## src/rtl/fuse_rd_pkg.sv

```systemverilog
package fuse_rd_pkg;
    localparam int BUS_W  = 32;
    localparam int RLX_W  = 4;
    localparam int STB_W  = 6;
    localparam int PRG_W  = 12;
    localparam int KEY_W  = 16;

    localparam logic [7:0] OFS_CTRL   = 8'h00;
    localparam logic [7:0] OFS_SET    = 8'h04;
    localparam logic [7:0] OFS_CLR    = 8'h08;
    localparam logic [7:0] OFS_TIMING = 8'h10;
    localparam logic [7:0] OFS_PGM    = 8'h20;
    localparam logic [7:0] OFS_CMD    = 8'h30;
    localparam logic [7:0] OFS_RESULT = 8'h40;

    localparam int BIT_BUSY   = 8;
    localparam int BIT_ERR    = 9;
    localparam int BIT_RELOAD = 10;
    localparam int KEY_LSB    = 16;

    localparam logic [BUS_W-1:0] POISON_WORD = 32'hBADA_BADA;

    typedef enum logic [1:0] {
        PH_IDLE,
        PH_SETUP,
        PH_STROBE,
        PH_HOLD
    } phase_e;
endpackage

```

## src/rtl/fuse_array.sv

```systemverilog
module fuse_array #(
    parameter int WORDS = 128,
    parameter int DW    = 32,
    localparam int AW   = $clog2(WORDS)
) (
    input  logic          clk,
    input  logic          load_en,
    input  logic [AW-1:0] load_addr,
    input  logic [DW-1:0] load_data,
    input  logic [AW-1:0] rd_addr,
    output logic [DW-1:0] rd_data
);
    logic [DW-1:0] cells_q [WORDS];

    // no reset: contents survive a controller reset
    always_ff @(posedge clk) begin
        if (load_en) begin
            cells_q[load_addr] <= load_data;
        end
    end

    assign rd_data = cells_q[rd_addr];
endmodule

```

## src/rtl/fuse_seq.sv

```systemverilog
module fuse_seq
    import fuse_rd_pkg::*;
#(
    parameter int RW  = 4,
    parameter int SW  = 6,
    localparam int CW = (RW > SW) ? RW : SW
) (
    input  logic          clk,
    input  logic          rst_n,
    input  logic          start,
    input  logic [RW-1:0] relax,
    input  logic [SW-1:0] strobe,
    output logic          busy,
    output logic          done,
    output logic          fail
);
    typedef struct packed {
        phase_e        phase;
        logic [CW-1:0] cnt;
        logic          bad;
    } seq_t;

    seq_t st_d, st_q;

    always_comb begin
        st_d = st_q;
        done = 1'b0;
        unique case (st_q.phase)
            PH_IDLE: begin
                if (start) begin
                    st_d.phase = PH_SETUP;
                    st_d.cnt   = CW'(relax);
                    st_d.bad   = (strobe == '0);
                end
            end
            PH_SETUP: begin
                if (st_q.cnt == '0) begin
                    st_d.phase = PH_STROBE;
                    st_d.cnt   = CW'(strobe);
                end else begin
                    st_d.cnt = st_q.cnt - 1'b1;
                end
            end
            PH_STROBE: begin
                if (st_q.cnt == '0) begin
                    st_d.phase = PH_HOLD;
                    st_d.cnt   = CW'(relax);
                end else begin
                    st_d.cnt = st_q.cnt - 1'b1;
                end
            end
            PH_HOLD: begin
                if (st_q.cnt == '0) begin
                    st_d.phase = PH_IDLE;
                    done       = 1'b1;
                end else begin
                    st_d.cnt = st_q.cnt - 1'b1;
                end
            end
            default: st_d.phase = PH_IDLE;
        endcase
    end

    always_ff @(posedge clk or negedge rst_n) begin
        if (!rst_n) begin
            st_q <= '{phase: PH_IDLE, cnt: '0, bad: 1'b0};
        end else begin
            st_q <= st_d;
        end
    end

    assign busy = (st_q.phase != PH_IDLE);
    assign fail = st_q.bad;


    end_to_idle_chk: assert property (@(posedge clk) disable iff (!rst_n)
        done |=> (st_q.phase == PH_IDLE));


    idle_hold_chk: assert property (@(posedge clk) disable iff (!rst_n)
        (st_q.phase == PH_IDLE && !start) |=> (st_q.phase == PH_IDLE));
endmodule

```

## src/rtl/fuse_rd_ctrl.sv

```systemverilog
module fuse_rd_ctrl
    import fuse_rd_pkg::*;
#(
    parameter int WORDS = 128,
    localparam int AW   = $clog2(WORDS)
) (
    input  logic        clk,
    input  logic        rst_n,
    input  logic        bus_wr,
    input  logic        bus_rd,
    input  logic [7:0]  bus_addr,
    input  logic [31:0] bus_wdata,
    output logic [31:0] bus_rdata,
    input  logic        tp_load,
    input  logic [6:0]  tp_addr,
    input  logic [31:0] tp_data
);
    typedef struct packed {
        logic [AW-1:0]    ctl_addr;
        logic             ctl_err;
        logic             ctl_reload;
        logic [KEY_W-1:0] ctl_key;
        logic [PRG_W-1:0] tim_prog;
        logic [RLX_W-1:0] tim_relax;
        logic [STB_W-1:0] tim_rstrb;
        logic [BUS_W-1:0] pgm;
        logic [BUS_W-1:0] result;
    } regs_t;

    regs_t r_d, r_q;

    logic             busy, seq_done, seq_fail, start;
    logic [BUS_W-1:0] fuse_word, ctrl_view, ctrl_new;
    logic             ctrl_hit, cmd_hit;

    fuse_array #(.WORDS(WORDS), .DW(BUS_W)) u_array (
        .clk       (clk),
        .load_en   (tp_load),
        .load_addr (AW'(tp_addr)),
        .load_data (tp_data),
        .rd_addr   (r_q.ctl_addr),
        .rd_data   (fuse_word)
    );

    fuse_seq #(.RW(RLX_W), .SW(STB_W)) u_seq (
        .clk    (clk),
        .rst_n  (rst_n),
        .start  (start),
        .relax  (r_q.tim_relax),
        .strobe (r_q.tim_rstrb),
        .busy   (busy),
        .done   (seq_done),
        .fail   (seq_fail)
    );

    always_comb begin
        ctrl_view = '0;
        ctrl_view[31:KEY_LSB]  = r_q.ctl_key;
        ctrl_view[BIT_RELOAD]  = r_q.ctl_reload;
        ctrl_view[BIT_ERR]     = r_q.ctl_err;
        ctrl_view[BIT_BUSY]    = busy;
        ctrl_view[6:0]         = 7'(r_q.ctl_addr);
    end

    assign cmd_hit  = bus_wr && (bus_addr == OFS_CMD) && bus_wdata[0];
    assign start    = cmd_hit && !busy;
    assign ctrl_hit = bus_wr && (bus_addr == OFS_CTRL || bus_addr == OFS_SET ||
                                 bus_addr == OFS_CLR);

    always_comb begin
        unique case (bus_addr)
            OFS_SET: ctrl_new = ctrl_view | bus_wdata;
            OFS_CLR: ctrl_new = ctrl_view & ~bus_wdata;
            default: ctrl_new = bus_wdata;
        endcase
    end

    always_comb begin
        r_d = r_q;
        if (ctrl_hit) begin
            r_d.ctl_key    = ctrl_new[31:KEY_LSB];
            r_d.ctl_reload = ctrl_new[BIT_RELOAD];
            r_d.ctl_err    = ctrl_new[BIT_ERR];
            if (!busy) begin
                r_d.ctl_addr = ctrl_new[AW-1:0];
            end
        end
        if (bus_wr && bus_addr == OFS_TIMING && !busy) begin
            r_d.tim_prog  = bus_wdata[PRG_W-1:0];
            r_d.tim_relax = bus_wdata[15:12];
            r_d.tim_rstrb = bus_wdata[21:16];
        end
        if (bus_wr && bus_addr == OFS_PGM) begin
            r_d.pgm = bus_wdata;
        end
        if (cmd_hit && busy) begin
            r_d.ctl_err = 1'b1;
        end
        // completion is applied last so a failing read wins over a clear
        if (seq_done) begin
            r_d.result = seq_fail ? POISON_WORD : fuse_word;
            if (seq_fail) begin
                r_d.ctl_err = 1'b1;
            end
        end
    end

    always_ff @(posedge clk or negedge rst_n) begin
        if (!rst_n) begin
            r_q <= '0;
        end else begin
            r_q <= r_d;
        end
    end

    always_comb begin
        bus_rdata = '0;
        if (bus_rd) begin
            unique case (bus_addr)
                OFS_CTRL, OFS_SET, OFS_CLR: bus_rdata = ctrl_view;
                OFS_TIMING: bus_rdata = {10'b0, r_q.tim_rstrb, r_q.tim_relax, r_q.tim_prog};
                OFS_PGM:    bus_rdata = r_q.pgm;
                OFS_RESULT: bus_rdata = r_q.result;
                default:    bus_rdata = '0;
            endcase
        end
    end


    busy_cmd_err_chk: assert property (@(posedge clk) disable iff (!rst_n)
        (cmd_hit && busy) |=> r_q.ctl_err);


    poison_result_chk: assert property (@(posedge clk) disable iff (!rst_n)
        (seq_done && seq_fail) |=> (r_q.result == POISON_WORD));


    done_err_wins_chk: assert property (@(posedge clk) disable iff (!rst_n)
        (seq_done && seq_fail && ctrl_hit) |=> r_q.ctl_err);


    busy_cfg_stable_chk: assert property (@(posedge clk) disable iff (!rst_n)
        busy |=> $stable({r_q.tim_relax, r_q.tim_rstrb, r_q.tim_prog, r_q.ctl_addr}));
endmodule

```

## config.mk

```make
export PLATFORM = sky130hd
export DESIGN_NAME = fuse_rd_ctrl
export DESIGN_NICKNAME = d
export VERILOG_FILES = /design/src/rtl/fuse_rd_pkg.sv /design/src/rtl/fuse_array.sv /design/src/rtl/fuse_seq.sv /design/src/rtl/fuse_rd_ctrl.sv
export SDC_FILE = /design/constraint.sdc
export NUM_CORES = 2
export LEC_CHECK = 0
export BUFFER_PORTS_ARGS = -buffer_cell sky130_fd_sc_hd__buf_2
export CAP_MARGIN = 30
export CORE_MARGIN = 10
export CORE_UTILIZATION = 30
export CTS_BUF_LIST = sky130_fd_sc_hd__clkbuf_8
export DETAILED_ROUTE_END_ITERATION = 12
export GPL_ROUTABILITY_DRIVEN = 0
export GPL_TIMING_DRIVEN = 0
export PLACE_DENSITY_LB_ADDON = 0.2
export RECOVER_POWER = 50
export SKIP_LAST_GASP = 1
export SYNTH_ARGS = -nofsm -noshare
export SYNTH_HDL_FRONTEND = slang
export SYNTH_HIERARCHICAL = 1
export SYNTH_SLANG_ARGS = --single-unit
```

## constraint.sdc

```tcl
create_clock -name clk -period 4.05 [get_ports clk]
set_input_delay 1.0125 -clock clk [delete_from_list [all_inputs] [get_ports clk]]
set_output_delay 1.0125 -clock clk [all_outputs]
set_load 0.02 [all_outputs]
```

; ---- Yosys cells after proc, flatten, opt, wreduce, memory -nomap -nowiden
; Memory sizes are Yosys's and may differ from the RTL's.
; Cells that the tools add are included.
[totals]
register_bits = 120
mem_bits_rw = 4096
input_bits = 84
output_inout_bits = 32
word_cells = 73
memories = 1
[mem_list]
columns = name, depth, width, rd, rd_ports_with_merged_regs, write_ports, line_no
row1 = u_array.cells_q, 128, 32, 1, 0, 1, fuse_array.sv:13  ; logic [DW-1:0] cells_q [WORDS];
[classes]
n_addsub = 1
eq_ne = 14
mux = 20
n_bitwise = 4
n_reduce_logical = 21
[ops]
columns = op, count
row1 = $pmux 32 s4, 1
row2 = $mux 32, 2
row3 = $pmux 32 s2, 1
row4 = $and 32x32->32, 1
row5 = $not 32->32, 1
row6 = $or 32x32->32, 1
row7 = $pmux 8 s4, 1
row8 = $mux 18, 1
row9 = $mux 6, 3
row10 = $eq 8x6->1 const B, 2
row11 = $logic_not 6->1, 2
row12 = $mux 9, 1
row13 = $eq 8x3->1 const B, 1
row14 = $eq 8x4->1 const B, 1
row15 = $eq 8x5->1 const B, 1
row16 = $eq 8x7->1 const B, 1
row17 = $logic_and 1x1->1, 8
row18 = $logic_not 8->1, 1
row19 = $mux 1, 7
row20 = $mux 2, 3
row21 = $ne 2x1->1 const B, 3
row22 = $reduce_and 2->1, 3
row23 = $sub 6x1->6 const B, 1
row24 = $eq 2x2->1 const B, 2
row25 = 9 further kinds, 11

; ---- Longest topological paths before layout
[logic_depth]
depth_word = 8
ltp_mapped = 10
mapped_depth_nobuf = 8

; ---- Cells and area by module
; Netlist, hierarchy kept.
[by_module_without_submodules]
columns = module, n_inst, cells_each, area_each_um2, seq_area_each_um2
row1 = fuse_array, 1, 5958, 155635.5, 122998.0
row2 = fuse_rd_ctrl, 1, 507, 5382.7, 2777.7
row3 = fuse_seq, 1, 91, 784.5, 225.2

; ---- Worst setup path after synthesis
; No wires, ideal clock.
[synth_path]
path_type = in2reg
startpoint = input tp_load
endpoint = memory u_array.cells_q[98][0] (enable)
setup_ns = 0.461
t_arrival_ns = 3.790
t_required_ns = 3.589
path_slack_ns = -0.201
stages = 3
n_path_buf = 1
path_cell_list = clkbuf_1 > nand4_1 > nor3_1
[synth_between]
elab_chain_len = 2
[synth_rtl]
columns = element, line_no
row1 = start: declaration, fuse_rd_ctrl.sv:14  ; input logic tp_load,
row2 = $mux 1, fuse_array.sv:17  ; if (load_en) begin
row3 = $mux 1 (implied by the code), fuse_array.sv:18  ; cells_q[load_addr] <= load_data;
row4 = end: declaration, fuse_array.sv:13
; No other way between the ends.

; ---- Final worst setup path
[layout_path]
startpoint = register r_q, in the netlist ctrl_view[4]
endpoint = register r_q[9] (netlist name)
[layout_between]
elab_chain_len = 2
[layout_rtl]
columns = element, line_no
row1 = start: declaration, fuse_rd_ctrl.sv:30  ; regs_t r_d, r_q;
row2 = start signal: assignment, fuse_rd_ctrl.sv:112  ; r_q <= r_d;
row3 = $mem_v2 128x32, --
row4 = named net fuse_word[9], fuse_rd_ctrl.sv:33  ; logic [BUS_W-1:0] fuse_word, ctrl_view, ctrl_new;
row5 = $mux 32, fuse_rd_ctrl.sv:101  ; r_d.result = seq_fail ? POISON_WORD : fuse_word;
; The timed path passes the listed nets, and every way through them passes these cells.
; A chain may end at the register's enable or synchronous reset.

==> impl_metrics.tcl <==
set metrics [dict create \
    slew_headroom_pct -134 \
    timing.final.crit_share_pct 99.8 \
    dp_hpwl_um 331000 \
    cts_made_buffers 706 \
    first_global_vias 80853 \
    ys_top_cells_by_area "edfxtp_1 76%, mux4_2 19%, dfrtp_1 1.9%" \
    wl_per_cell_um 31.2 \
    holdWs_ps 179 \
    num_vias 77561 \
    tightest_slew_ps 3510 \
    stdcell_count 15439 \
    via_per_inst 5.02 \
    period_needed_ps 4040 \
    run_status "complete, but fails checks" \
    grt_pass1_wl_um 658000 \
    yosysSeqAreaShare_pct 77.9 \
    maxSlewViolCount 2462 \
    synth-main-ff-cell "edfxtp_1" \
    finalWorstSetupSlack_ps 8.51 \
    cp.arrival_ps 5160 \
    max_freq_mhz 247 \
    post-place-ws_ps -1390 \
    vdd_ir_drop_max_mv 0.344 \
    ys.warnings.count 6 \
    h-tree-depth 6 \
    setup-violations-final 0 \
    violations "max-capacitance violations, max-slew violations" \
    antenna_found_initial 95 \
    syn_avg_cell_area_sq_um 24.7 \
    holdPathStages 5 \
    ant_nets 0 \
    p_leak_nw 58.3 \
    synth.distinct_cells 53 \
    routed_wl_um 481000 \
    placedCellCount 14099 \
    clockRootBuffer "clkbuf_8" \
    postSynthNetCount 6646 \
    reg2reg_to "r_q[9]" \
    ys_seq_elements 4216 \
    grt_start_max_net_pins 97 \
    worstSetupStartpointType "register" \
    drv_cap 38 \
    clk_pin_slew_ps 60 \
    die_y_um 754 \
    r2r_cells 8 \
    insertion_delay_ps 1270 \
    cts.path.max_buffers 4 \
    cts_tree "done" \
    drt_iter0_drc 8464 \
    core_area_sq_um 537000 \
    cts.sinks 4216 \
    grt.total_usage_pct 16.4 \
    drc 0 \
    grt.overflow.total 0 \
    synth_enable_flop_cells 4096 \
    syn_area_sq_um 162000 \
    design_area_sq_um 191000 \
    crit_fanout 10 \
    required_ps 5170 \
    die_area_sq_um 569000 \
    num_rows 269 \
    crit_type "register to register" \
    synth_top_cell_by_area "edfxtp_1" \
    r2r_setup_slack_ps 9 \
    holdCritStartpoint "bus_addr[0]" \
    power.density_nw_per_um2 471 \
    pin_count 116 \
    skew_ps 70.8 \
    hold-path-endpoint "ctrl_view[9]" \
    flow.area_growth_from_synthesis_pct 18.3 \
    drive_gt1_share_pct 36.5 \
    rsz0062_at_grt "yes" \
    dpl_cell_area_sq_um 178000 \
    synth_cells 6556 \
    endpoint_kind "register" \
    final_hold_viol_count 0 \
    synth_top_area_share_pct 76.0 \
    hold_class "input pin to register" \
    firstDrtPassIters 6 \
    initial_utilization_pct 30.1 \
    nets 7769 \
    io_buffer_count 106 \
    die_x_um 754 \
    r2r_start "ctrl_view[4]" \
    ys_async_sr_fraction_pct 2.85 \
]
[synthesized netlist by cell type (all sizes together) (5+ instances only)]
| library cell | instances |
|---|---|
| a22oi | 28 |
| dfrtp | 120 |
| nor4 | 6 |
| nor2 | 189 |
| nand2 | 69 |
| inv | 21 |
| clkbuf | 214 |
| nand3 | 17 |
| a21boi | 11 |
| nor2b | 14 |
| buf | 147 |
| o21ai | 43 |
| mux4 | 1344 |
| nand3b | 12 |
| a32oi | 11 |
| a21oi | 32 |
| nor3 | 18 |
| a22o | 7 |
| mux2 | 88 |
| nand2b | 5 |
| ha | 6 |
| a222oi | 11 |
| o2bb2ai | 6 |
| or4 | 5 |
| edfxtp | 4096 |
[critical path, cell delays in order (launching register included)]
cell      delay [ps]
dfrtp_1          690
clkbuf_2         520
buf_12           230
clkbuf_1         650
mux4_2           530
mux4_2           660
mux2_2           390
nor2_1           110
a21oi_1           80
[placed cells by master (no fill, tap or decap), types with 8 or more instances in the layout]
| cell type | n |
|---|---|
| clkinvlp_4 | 19 |
| clkinv_1 | 160 |
| diode_2 | 47 |
| clkbuf_1 | 141 |
| buf_12 | 115 |
| dfrtp_1 | 120 |
| nor2_4 | 120 |
| a32oi_1 | 9 |
| buf_6 | 53 |
| nand2_1 | 68 |
| o21ai_0 | 42 |
| nor2b_1 | 14 |
| a21oi_1 | 24 |
| bufinv_16 | 9 |
| nand3_1 | 16 |
| clkinv_2 | 53 |
| nor2_1 | 69 |
| clkbuf_4 | 26 |
| mux4_2 | 1344 |
| buf_1 | 22 |
| buf_16 | 71 |
| buf_4 | 48 |
| dlygate4sd3_1 | 34 |
| nor3_1 | 8 |
| edfxtp_1 | 4096 |
| buf_8 | 68 |
| mux2_4 | 37 |
| a22oi_1 | 28 |
| a21boi_0 | 8 |
| nand3b_1 | 12 |
| buf_2 | 101 |
| inv_6 | 22 |
| clkbuf_2 | 82 |
| clkbuf_8 | 731 |
| mux2_2 | 51 |
| a222oi_1 | 11 |
| inv_1 | 266 |
[worst max-delay path by stage]
stage	startpoint	endpoint	slack, ps	depth (start not counted)
4_1_cts	bus_addr[6]	bus_rdata[3]	-30	8
3_5_place_dp	bus_addr[6]	bus_rdata[3]	-1390	9
3_3_place_gp	tp_addr[3]	u_array/cells_q[102][17]	-4260	4
6_report	ctrl_view[4]	r_q[9]	9	8
2_1_floorplan	tp_load	u_array/cells_q[98][0]	-200	3
5_1_grt	ctrl_view[0]	r_q[3]	-4	10
[where the power goes]
part	switching [mW]	internal, mW	total [mW]	leakage (nW)
clock	17.1	17.1	34.2	7.24
combinational	4.77	2.99	7.76	12.6
sequential	0.0782	48.1	48.2	38.5
[state kept, by name (all words and copies together), names as in the netlist]
signal,cells
u_seq/st_q,8
ctrl_view,25
u_array/cells_q,4096
u_seq/fail,1
r_q,86
[area by class of cell]
cell class,count,area (sq um)
fillers,49312,346000
flip-flops and latches,4216,126000
diodes,47,118
plain buffers,358,2360
clock buffers,720,9910
inverters,21,78.8
multi-input cells,1958,35300
well taps,7181,8980
clock inverters,520,2540
repair buffers,418,6130
[kinds of logic after synthesis]
kind of cell    count (synthesis)  share of synthesized area [%]
flops                        4216                           77.9
mux                          1432                           19.4
buf+inv                       382                          0.987
simple gates                  352                          0.981
compound gates                164                          0.700
fa+ha+maj                       7                         0.0526
xor+xnor                        3                         0.0162
[through the flow]
step / TNS, ps / power [mW] / utilization [%]
2_1_floorplan: -18150 / 52.6 / -
3_3_place_gp: -9185580 / 56.3 / 31.9
3_5_place_dp: -530350 / 56.7 / 33.1
4_1_cts: -28.9 / 91.2 / 35.6
5_1_grt: -4.12 / 93.4 / 35.6
6_report: 0 / 90.1 / 35.6
[routing by layer]
metal	GRT usage, %	part of all wire [%]	vias to the layer above
li1	-	-	30972
met4	4.24	2.6	24
met5	0	0.032	-
met1	21.9	41	43045
met3	4.04	7.9	681
met2	27.0	48	2839
[timing repair]
action | 4_1_cts | 5_1_grt
pin swaps | 7 | 8
gates resized for setup | 320 | 52
buffers inserted | 11 | 3
endpoints found under the setup margin | 62 | 46
gates cloned | 2 | 0
hold buffers | 34 | 0
hold endpoints to repair | 127 | 0
Note: power is estimated with default switching activity, not from simulation.
